$ cat src/rtl/treeseq_pkg.sv
package treeseq_pkg;

  // Sequence opcode carried by every microinstruction
  typedef enum logic [1:0] {
    SQ_HALT      = 2'b00,
    SQ_DOWN_PRE  = 2'b01,
    SQ_DOWN_POST = 2'b10,
    SQ_CLIMB     = 2'b11
  } sq_op_e;

  // Commands from the control FSM to the address register
  typedef enum logic [2:0] {
    PC_KEEP,
    PC_ROOT,
    PC_ZERO,
    PC_CHILD,
    PC_PARENT
  } pc_cmd_e;

  // Sequencer states
  typedef enum logic [2:0] {
    ST_IDLE,
    ST_FETCH,
    ST_HOLD,
    ST_DECODE,
    ST_WAIT,
    ST_CLIMB
  } sq_state_e;

endpackage

$ cat src/rtl/treeseq_cond_sel.sv
module treeseq_cond_sel #(
  parameter int SEL_W = 3,
  localparam int NCOND = (1 << SEL_W) - 1
) (
  input  logic [SEL_W-1:0] sel_i,
  input  logic [NCOND-1:0] cond_i,
  output logic             bit_o
);

  // Source vector: slot 0 is tied high so that selector 0 yields a 1
  logic [NCOND:0] src_w;

  assign src_w[0] = 1'b1;

  for (genvar g = 1; g <= NCOND; g++) begin : g_src
    assign src_w[g] = cond_i[g-1];
  end

  assign bit_o = src_w[sel_i];

endmodule

$ cat src/rtl/treeseq_pcr.sv
module treeseq_pcr
  import treeseq_pkg::*;
#(
  parameter int ADDR_W = 8
) (
  input  logic              clk,
  input  logic              rst_n,
  input  pc_cmd_e           cmd_i,
  input  logic              in_bit_i,
  input  logic              ovf_clr_i,
  output logic [ADDR_W-1:0] addr_o,
  output logic              ovf_o
);

  localparam logic [ADDR_W-1:0] ROOT = {{(ADDR_W-1){1'b0}}, 1'b1};

  logic [ADDR_W-1:0] addr_q;
  logic              ovf_q;
  logic              escape_w;

  function automatic logic [ADDR_W-1:0] child_of(input logic [ADDR_W-1:0] a,
                                                 input logic b);
    return {a[ADDR_W-2:0], b};
  endfunction

  function automatic logic [ADDR_W-1:0] parent_of(input logic [ADDR_W-1:0] a);
    return {1'b0, a[ADDR_W-1:1]};
  endfunction

  // A descent from a node in the deepest row leaves the tree
  assign escape_w = (cmd_i == PC_CHILD) && addr_q[ADDR_W-1];

  always_ff @(posedge clk or negedge rst_n) begin
    if (!rst_n) begin
      addr_q <= '0;
    end else begin
      unique case (cmd_i)
        PC_ROOT:   addr_q <= ROOT;
        PC_ZERO:   addr_q <= '0;
        PC_CHILD:  addr_q <= child_of(addr_q, in_bit_i);
        PC_PARENT: addr_q <= parent_of(addr_q);
        default:   addr_q <= addr_q;
      endcase
    end
  end

  always_ff @(posedge clk or negedge rst_n) begin
    if (!rst_n) begin
      ovf_q <= 1'b0;
    end else if (ovf_clr_i) begin
      ovf_q <= 1'b0;
    end else if (escape_w) begin
      ovf_q <= 1'b1;
    end
  end

  assign addr_o = addr_q;
  assign ovf_o  = ovf_q;


  ovf_sticky_chk: assert property (@(posedge clk) disable iff (!rst_n)
    (ovf_q && !ovf_clr_i) |=> ovf_q);


  child_shift_chk: assert property (@(posedge clk) disable iff (!rst_n)
    (cmd_i == PC_CHILD) |=> (addr_q[ADDR_W-1:1] == $past(addr_q[ADDR_W-2:0])));


  parent_shift_chk: assert property (@(posedge clk) disable iff (!rst_n)
    (cmd_i == PC_PARENT) |=> (addr_q == ($past(addr_q) >> 1)));

endmodule

$ cat src/rtl/treeseq_ctrl.sv
module treeseq_ctrl
  import treeseq_pkg::*;
#(
  parameter int SEL_W = 3
) (
  input  logic             clk,
  input  logic             rst_n,
  input  logic             start_i,
  input  logic             step_i,
  input  logic [1:0]       op_i,
  input  logic [SEL_W-1:0] sd_i,
  input  logic             func_done_i,
  output pc_cmd_e          cmd_o,
  output logic             ovf_clr_o,
  output logic             fetch_o,
  output logic             func_start_o,
  output logic             busy_o
);

  sq_state_e        state_q, state_d;
  sq_op_e           op_w;
  logic             step_mode_q;
  logic             post_q;
  logic [SEL_W-1:0] cnt_q;
  logic             launch_w;
  logic             climb_last_w;

  assign op_w         = sq_op_e'(op_i);
  assign launch_w     = (state_q == ST_IDLE) && (start_i || step_i);
  assign climb_last_w = (state_q == ST_CLIMB) && (cnt_q == SEL_W'(1));

  always_comb begin
    state_d      = state_q;
    cmd_o        = PC_KEEP;
    ovf_clr_o    = 1'b0;
    func_start_o = 1'b0;
    unique case (state_q)
      ST_IDLE: begin
        if (launch_w) begin
          cmd_o     = PC_ROOT;
          ovf_clr_o = 1'b1;
          state_d   = ST_FETCH;
        end
      end
      ST_FETCH: state_d = step_mode_q ? ST_HOLD : ST_DECODE;
      ST_HOLD: begin
        if (step_i) state_d = ST_DECODE;
      end
      ST_DECODE: begin
        unique case (op_w)
          SQ_HALT: begin
            cmd_o     = PC_ZERO;
            ovf_clr_o = 1'b1;
            state_d   = ST_IDLE;
          end
          SQ_DOWN_PRE: begin
            cmd_o        = PC_CHILD;
            func_start_o = 1'b1;
            state_d      = ST_WAIT;
          end
          SQ_DOWN_POST: begin
            func_start_o = 1'b1;
            state_d      = ST_WAIT;
          end
          default: begin
            func_start_o = 1'b1;
            if (sd_i == '0) begin
              cmd_o   = PC_ROOT;
              state_d = ST_WAIT;
            end else begin
              state_d = ST_CLIMB;
            end
          end
        endcase
      end
      ST_WAIT: begin
        if (func_done_i) begin
          if (post_q) cmd_o = PC_CHILD;
          state_d = ST_FETCH;
        end
      end
      ST_CLIMB: begin
        cmd_o = PC_PARENT;
        if (climb_last_w) state_d = ST_WAIT;
      end
      default: state_d = ST_IDLE;
    endcase
  end

  always_ff @(posedge clk or negedge rst_n) begin
    if (!rst_n) begin
      state_q     <= ST_IDLE;
      step_mode_q <= 1'b0;
      post_q      <= 1'b0;
      cnt_q       <= '0;
    end else begin
      state_q <= state_d;
      if (launch_w) step_mode_q <= !start_i;
      if (state_q == ST_DECODE) begin
        post_q <= (op_w == SQ_DOWN_POST);
        cnt_q  <= sd_i;
      end else if (state_q == ST_CLIMB) begin
        cnt_q <= cnt_q - 1'b1;
      end
    end
  end

  assign fetch_o = (state_q == ST_FETCH);
  assign busy_o  = (state_q == ST_CLIMB);


  fetch_pulse_chk: assert property (@(posedge clk) disable iff (!rst_n)
    fetch_o |=> !fetch_o);


  climb_busy_chk: assert property (@(posedge clk) disable iff (!rst_n)
    (busy_o && !climb_last_w) |=> busy_o);


  hold_wait_chk: assert property (@(posedge clk) disable iff (!rst_n)
    (state_q == ST_HOLD && !step_i) |=> (state_q == ST_HOLD && !fetch_o));


  strobe_excl_chk: assert property (@(posedge clk) disable iff (!rst_n)
    $onehot0({fetch_o, func_start_o, busy_o}));

endmodule

$ cat src/rtl/treeseq_top.sv
module treeseq_top
  import treeseq_pkg::*;
#(
  parameter int ADDR_W = 8,
  parameter int SEL_W  = 3,
  localparam int NCOND = (1 << SEL_W) - 1
) (
  input  logic              clk,
  input  logic              rst_n,
  input  logic              start_i,
  input  logic              step_i,
  input  logic [1:0]        op_i,
  input  logic [SEL_W-1:0]  sd_i,
  input  logic [NCOND-1:0]  cond_i,
  input  logic              func_done_i,
  output logic [ADDR_W-1:0] addr_o,
  output logic              fetch_o,
  output logic              func_start_o,
  output logic              busy_o,
  output logic              overflow_o
);

  localparam logic [ADDR_W-1:0] ROOT = {{(ADDR_W-1){1'b0}}, 1'b1};

  pc_cmd_e cmd_w;
  logic    ovf_clr_w;
  logic    sel_bit_w;

  treeseq_cond_sel #(.SEL_W(SEL_W)) u_sel (
    .sel_i (sd_i),
    .cond_i(cond_i),
    .bit_o (sel_bit_w)
  );

  treeseq_ctrl #(.SEL_W(SEL_W)) u_ctrl (
    .clk         (clk),
    .rst_n       (rst_n),
    .start_i     (start_i),
    .step_i      (step_i),
    .op_i        (op_i),
    .sd_i        (sd_i),
    .func_done_i (func_done_i),
    .cmd_o       (cmd_w),
    .ovf_clr_o   (ovf_clr_w),
    .fetch_o     (fetch_o),
    .func_start_o(func_start_o),
    .busy_o      (busy_o)
  );

  treeseq_pcr #(.ADDR_W(ADDR_W)) u_pcr (
    .clk      (clk),
    .rst_n    (rst_n),
    .cmd_i    (cmd_w),
    .in_bit_i (sel_bit_w),
    .ovf_clr_i(ovf_clr_w),
    .addr_o   (addr_o),
    .ovf_o    (overflow_o)
  );


  halt_clear_chk: assert property (@(posedge clk) disable iff (!rst_n)
    (cmd_w == PC_ZERO) |=> (addr_o == '0 && !overflow_o));


  root_reload_chk: assert property (@(posedge clk) disable iff (!rst_n)
    (cmd_w == PC_ROOT) |=> (addr_o == ROOT));


  sel_zero_chk: assert property (@(posedge clk) disable iff (!rst_n)
    (sd_i == '0) |-> sel_bit_w);

endmodule

$ cat config.mk
export PLATFORM = sky130hd
export DESIGN_NAME = treeseq_top
export DESIGN_NICKNAME = d
export VERILOG_FILES = /design/src/rtl/treeseq_pkg.sv /design/src/rtl/treeseq_cond_sel.sv /design/src/rtl/treeseq_pcr.sv /design/src/rtl/treeseq_ctrl.sv /design/src/rtl/treeseq_top.sv
export SDC_FILE = /design/constraint.sdc
export NUM_CORES = 1
export LEC_CHECK = 0
export ABC_AREA = 1
export BUFFER_PORTS_ARGS = -buffer_cell sky130_fd_sc_hd__buf_2
export CAP_MARGIN = 20
export CORE_MARGIN = 4
export CORE_UTILIZATION = 51
export DETAILED_ROUTE_END_ITERATION = 10
export PLACE_DENSITY = 0.81
export SYNTH_ARGS = -nofsm -noshare
export SYNTH_HDL_FRONTEND = slang
export SYNTH_SLANG_ARGS = --single-unit
export TNS_END_PERCENT = 20
$ cat constraint.sdc
create_clock -name clk -period 1.5 [get_ports clk]
set_input_delay 0.075 -clock clk [delete_from_list [all_inputs] [get_ports clk]]
set_output_delay 0.075 -clock clk [all_outputs]
set_load 0.1 [all_outputs]
Word-level counts from Yosys, hierarchy flattened. Index checks and enable logic that the tools add are counted.

Eq/ne operators: 16. $add $sub $neg: 1. Mux-type cells: 26. Reductions and logical operators: 13. Magnitude comparators: 1.

Operators by type and width (number): $pmux 8 s4 (1); $mux 3 (7); $pmux 3 s6 (1); $eq 3x2->1 const B (4); $pmux 3 s4 (1); $mux 1 (11); $eq 3x1->1 const B (3); $eq 3x3->1 const B (3); $pmux 3 s3 (1); $logic_not 3->1 (2); $pmux 3 s2 (1); $lt 3x4->1 const B (1); $ne 2x1->1 const B (2); $ne 2x2->1 const B (2); $reduce_and 4->1 (1); $reduce_bool 2->1 (2); $reduce_bool 4->1 (1); $bmux 1 s3 (1); $logic_and 1x1->1 (3); $sub 3x1->3 const B (1); $eq 2x1->1 const B (1); $eq 2x2->1 const B (1); $logic_not 2->1 (1); $mux 2 (1); other kinds (4) (4).

Bits in registers: 17. Input bits: 17. Output and inout port bits: 12. Logic and storage cells: 63.

Depth between registers and ports, before layout.
Word-level depth: 8. Depth in mapped cells: 10. Mapped depth without buffers: 10.

By module. A second synthesis with hierarchy kept.

Cell total of the unflattened synthesis: 163. Area, all modules: 1183.6 um^2.

By module, submodules not included: treeseq_ctrl (sequential area each 200.2 um^2, cells an instance 80, area each 558.0 um^2, times used 1); treeseq_pcr (sequential area each 225.2 um^2, cells an instance 66, area each 553.0 um^2, times used 1); treeseq_cond_sel (sequential area each 0.0 um^2, cells an instance 17, area each 72.6 um^2, times used 1).

Least setup slack after synthesis. No wires, ideal clock.

Path kind: register to register. From: register u_ctrl.state_q[2]. To: register u_ctrl.state_q[2]. Arrival: 2.185 ns. Library setup time: 0.084 ns. Cell stages (with the launch flop): 6. Data required time: 1.416 ns. Buffers on the path: 0. Path slack: -0.769 ns. Period minus slack after synthesis: 2.269 ns. Cells stage by stage: dfrtp_1 > inv_2 > nand3_4 > nor2_1 > nor2_1 > o21ai_0.

Word-level cells in the longest chain between the ends: 4. Elaborated cells on any way between the ends: 14. Those cells by class: eq/ne (9); mux (1); reduce/logical (4).

RTL lines: from (decl) (line treeseq_ctrl.sv:20) `sq_state_e state_q, state_d;`; from (signal assigned) (line treeseq_ctrl.sv:97) `state_q <= state_d;`; $eq 3x3->1 / $logic_not 3->1 (equally long branches) (line treeseq_ctrl.sv:30, treeseq_ctrl.sv:37, treeseq_ctrl.sv:29); $logic_and 1x1->1 (on tied branches) (line treeseq_ctrl.sv:30, treeseq_ctrl.sv:29); $ne 2x1->1 (no line); $reduce_and 4->1 (no line).

Several ways; a longest one is shown, not always the timed one. A chain may end at the register's enable or synchronous reset.

Worst setup path after layout.
From: register u_ctrl.state_q[2]. To: output port func_start_o.

Word-level cells in the longest chain between the ends: 2.

RTL lines: $eq 3x2->1 (line treeseq_ctrl.sv:37) `unique case (state_q)`; $mux 1 (line treeseq_ctrl.sv:37); to (decl) (line treeseq_top.sv:18) `output logic func_start_o,`.

No other way between the ends.

==> flow_summary.ini <==
[global_routing]
antenna_found_initial = 0
grt_pass1_vias = 1021
grt_usage_pct = 20.0
grt_pass1_wl_um = 4250
grt_overflow = 0
grt_max_degree = 18

[hold_path]
hp-class = in2reg
hold_start = sd_i[2]
hold_depth = 3
min_to = u_ctrl.cnt_q[2]$_DFFE_PN0P_

[timing]
slew_violations = 0
hold_violations = 0
finalSetupViolCount = 0
rsz0062_at_grt = yes
tns_ns = 0
skew_ns = 0.00762
whs_ns = 0.0331
slew_headroom_pct = 67.1
fin_crit_ns = 1.47
min_period_over_period_pct = 98.2
fmax_mhz = 679
finalWorstSetupSlack_ns = 0.0276
worstMarginPinSlew_ns = 0.496

[routing]
drc = 0
vias = 1079
drt_iter0_drc = 22
dr.pass1.iters = 4
vias_per_cell = 5.16
wirelength_um = 2630
antenna_left = 0
post_drt_wl_per_cell_um = 12.6

[clock_tree]
cts_tree = done
worstSkewPairLatency_ns = 0.30
cts_max_level = 1
cts.sinks = 17
path_clk_slew_ns = 0.09
cts_buffers = 3
clk_path_buf_depth = 2
cts_root_buf = clkbuf_4

[setup_path]
cpLargestDelayFamily = flip-flops
worstSetupPathType = reg2out
endpoint_kind = output pin
timing.rr.end = u_pcr.addr_o[0]$_DFFE_PN0P_
r2r_setup_slack_ns = 0.08
rr_worst_depth = 8
cp-start-kind = flop
cp.arrival_ns = 1.40
worstPathRequired_ns = 1.42
worstReg2RegStart = u_ctrl.state_q[0]$_DFFE_PN0P_
slowest_delay_ns = 0.45
path_buf_inv = 3
crit_chain = inv_4, nand3_4, buf_6, nor2_4, buf_12
cp_slowest_cell = dfrtp_2
cp_max_fo = 5

[synth]
synth_most_common_cell = nand2_1
synth_cell_types = 27
synth_cells = 137
synthTopCellsByArea = dfrtp_1 (39%), nand2_1 (13%), inv_1 (6.3%)
syn-cell-area_um2 = 1080
async_flop_share_pct = 100
syn_avg_cell_area_um2 = 7.86
seq_area_frac_synth_pct = 39.5
synth_flop_cell = dfrtp_1
synth_top_area_share_pct = 39.5
synthTopCellsByCount = nand2_1 (38), inv_1 (18), dfrtp_1 (17), nand3_1 (11)
yosysWarnings = 0
synth_edf_count = 0
synth_seq_cells = 17
syn-num-nets = 156
synth_top_cell_by_area = dfrtp_1

[final_layout]
area_growth_syn_to_layout_pct = 37.5
fillCellCount = 149
antenna-diode-count = 0
final_layout_size_suffix_gt1_share_pct = 36.3
fin_nets = 202

[placed_design]
place.gp.congestion = 0.834
hpwl_um = 1950
io_buffers = 28
dp_slack_ns = 0.0354

[die]
boundaryPins = 29
row_count = 16
dieArea_um2 = 2910
core_um2 = 1980
die_h_um = 54.0
initial_core_util_pct = 54.4
die_x_um = 54.0

[pwr]
p_leak_nw = 0.774
peakVddDrop_uv = 1430
power_density_nw_per_um2 = 1750
total_power_mw = 2.59

[run_status]
status = finished clean

[flow_run]
maxCapViolCount = 0
-- through the flow --
stage	area, um^2	util [%]	std cells
final	1480	74.7	209
after global routing	1480	74.7	209
after global placement	1330	67.3	196
after floorplan	1080	-	137
after detailed placement	1330	67.3	196
after CTS	1420	71.7	206
-- metal layers --
layer / vias up / wire length [um] / track usage, % / part of all wire [%]
li1: 546 / - / - / -
met1: 495 / 1150 / 26.3 / 44
met2: 33 / 1290 / 32.3 / 49
met3: 5 / 152 / 3.32 / 5.8
met4: 0 / 36 / 8.09 / 1.4
met5: - / 0 / 0 / 0
-- where the power goes --
group / internal, mW / switching [mW]
registers: 0.590 / 0.137
logic: 0.573 / 1.04
clock network: 0.0996 / 0.152
total: 1.26 / 1.33
-- worst reg2reg max path: cells and delay by family (launching register included) --
| family | cells | cell delay, ns |
|---|---|---|
| flip-flops | 1 | 0.49 |
| buffers and inverters | 1 | 0.04 |
| AO/OA/AOI/OAI | 1 | 0.15 |
| AND/OR/NAND/NOR | 6 | 0.69 |
-- layout make-up --
cell class | instances | area (um^2) | share of cell area (%)
multi-input combinational | 99 | 611 | 41.2
sequential | 17 | 429 | 29.0
timing repair buffer | 40 | 290 | 19.6
inverter | 22 | 90.1 | 6.08
tap | 27 | 33.8 | 2.28
clock buffer | 3 | 22.5 | 1.52
clock inverter | 1 | 5.00 | 0.338
-- how the worst max path moves through the flow --
stage / from / to / slack, ns / cells past startpoint
3_5_place_dp: u_ctrl.state_q[0]$_DFFE_PN0P_ / u_pcr.ovf_o$_DFFE_PN0P_ / 0.04 / 8
4_1_cts: u_ctrl.state_q[1]$_DFFE_PN0P_ / busy_o / -0.02 / 5
3_3_place_gp: u_ctrl.state_q[0]$_DFFE_PN0P_ / u_pcr.ovf_o$_DFFE_PN0P_ / 0.12 / 8
6_report: u_ctrl.state_q[2]$_DFFE_PN0P_ / func_start_o / 0.03 / 5
2_1_floorplan: u_ctrl.state_q[1]$_DFFE_PN0P_ / u_pcr.addr_o[0]$_DFFE_PN0P_ / -0.08 / 6
5_1_grt: u_ctrl.state_q[0]$_DFFE_PN0P_ / u_pcr.ovf_o$_DFFE_PN0P_ / -0.03 / 8
-- registers in the layout, summed over array words and instances (netlist names) --
register / flops
u_pcr.addr_o: 8
u_ctrl.cnt_q: 3
u_ctrl.state_q: 3
u_ctrl.post_q: 1
u_ctrl.step_mode_q: 1
u_pcr.ovf_o: 1
-- placed cells by master (no fill, tap or decap), types with 2 or more instances in the layout --
master,instances
dlygate4sd3_1,3
buf_12,3
inv_2,2
nand2_1,38
dfrtp_2,3
nor2_1,5
o21ai_0,6
nand3_4,4
nand4_1,2
nor2_2,2
ha_1,2
o21ai_1,2
nand2_2,2
nand3_1,11
o211ai_1,5
nand2_4,4
dfrtp_1,14
buf_2,25
inv_1,17
buf_4,7
nor2_4,3
buf_6,2
a21oi_1,3
clkbuf_4,3
inv_4,3
-- kinds of logic (layout without fill, tap and decap cells) --
family	after synthesis	after routing	share of synthesized area (%)
simple gates	74	75	37.3
buf+inv	22	66	7.90
compound gates	21	21	12.2
flops	17	17	39.5
fa+ha+maj	2	2	2.32
xor+xnor	1	1	0.813
-- timing repair --
action / 4_1_cts / 5_1_grt
hold buffers: 3 / 0
gates cloned: 0 / 1
pin swaps: 0 / 4
resized for setup: 4 / 8
endpoints found under the hold margin: 19 / 0
buffers inserted: 3 / 3
endpoints found under the setup margin: 2 / 11
Note: power is estimated with default switching activity, not from simulation.
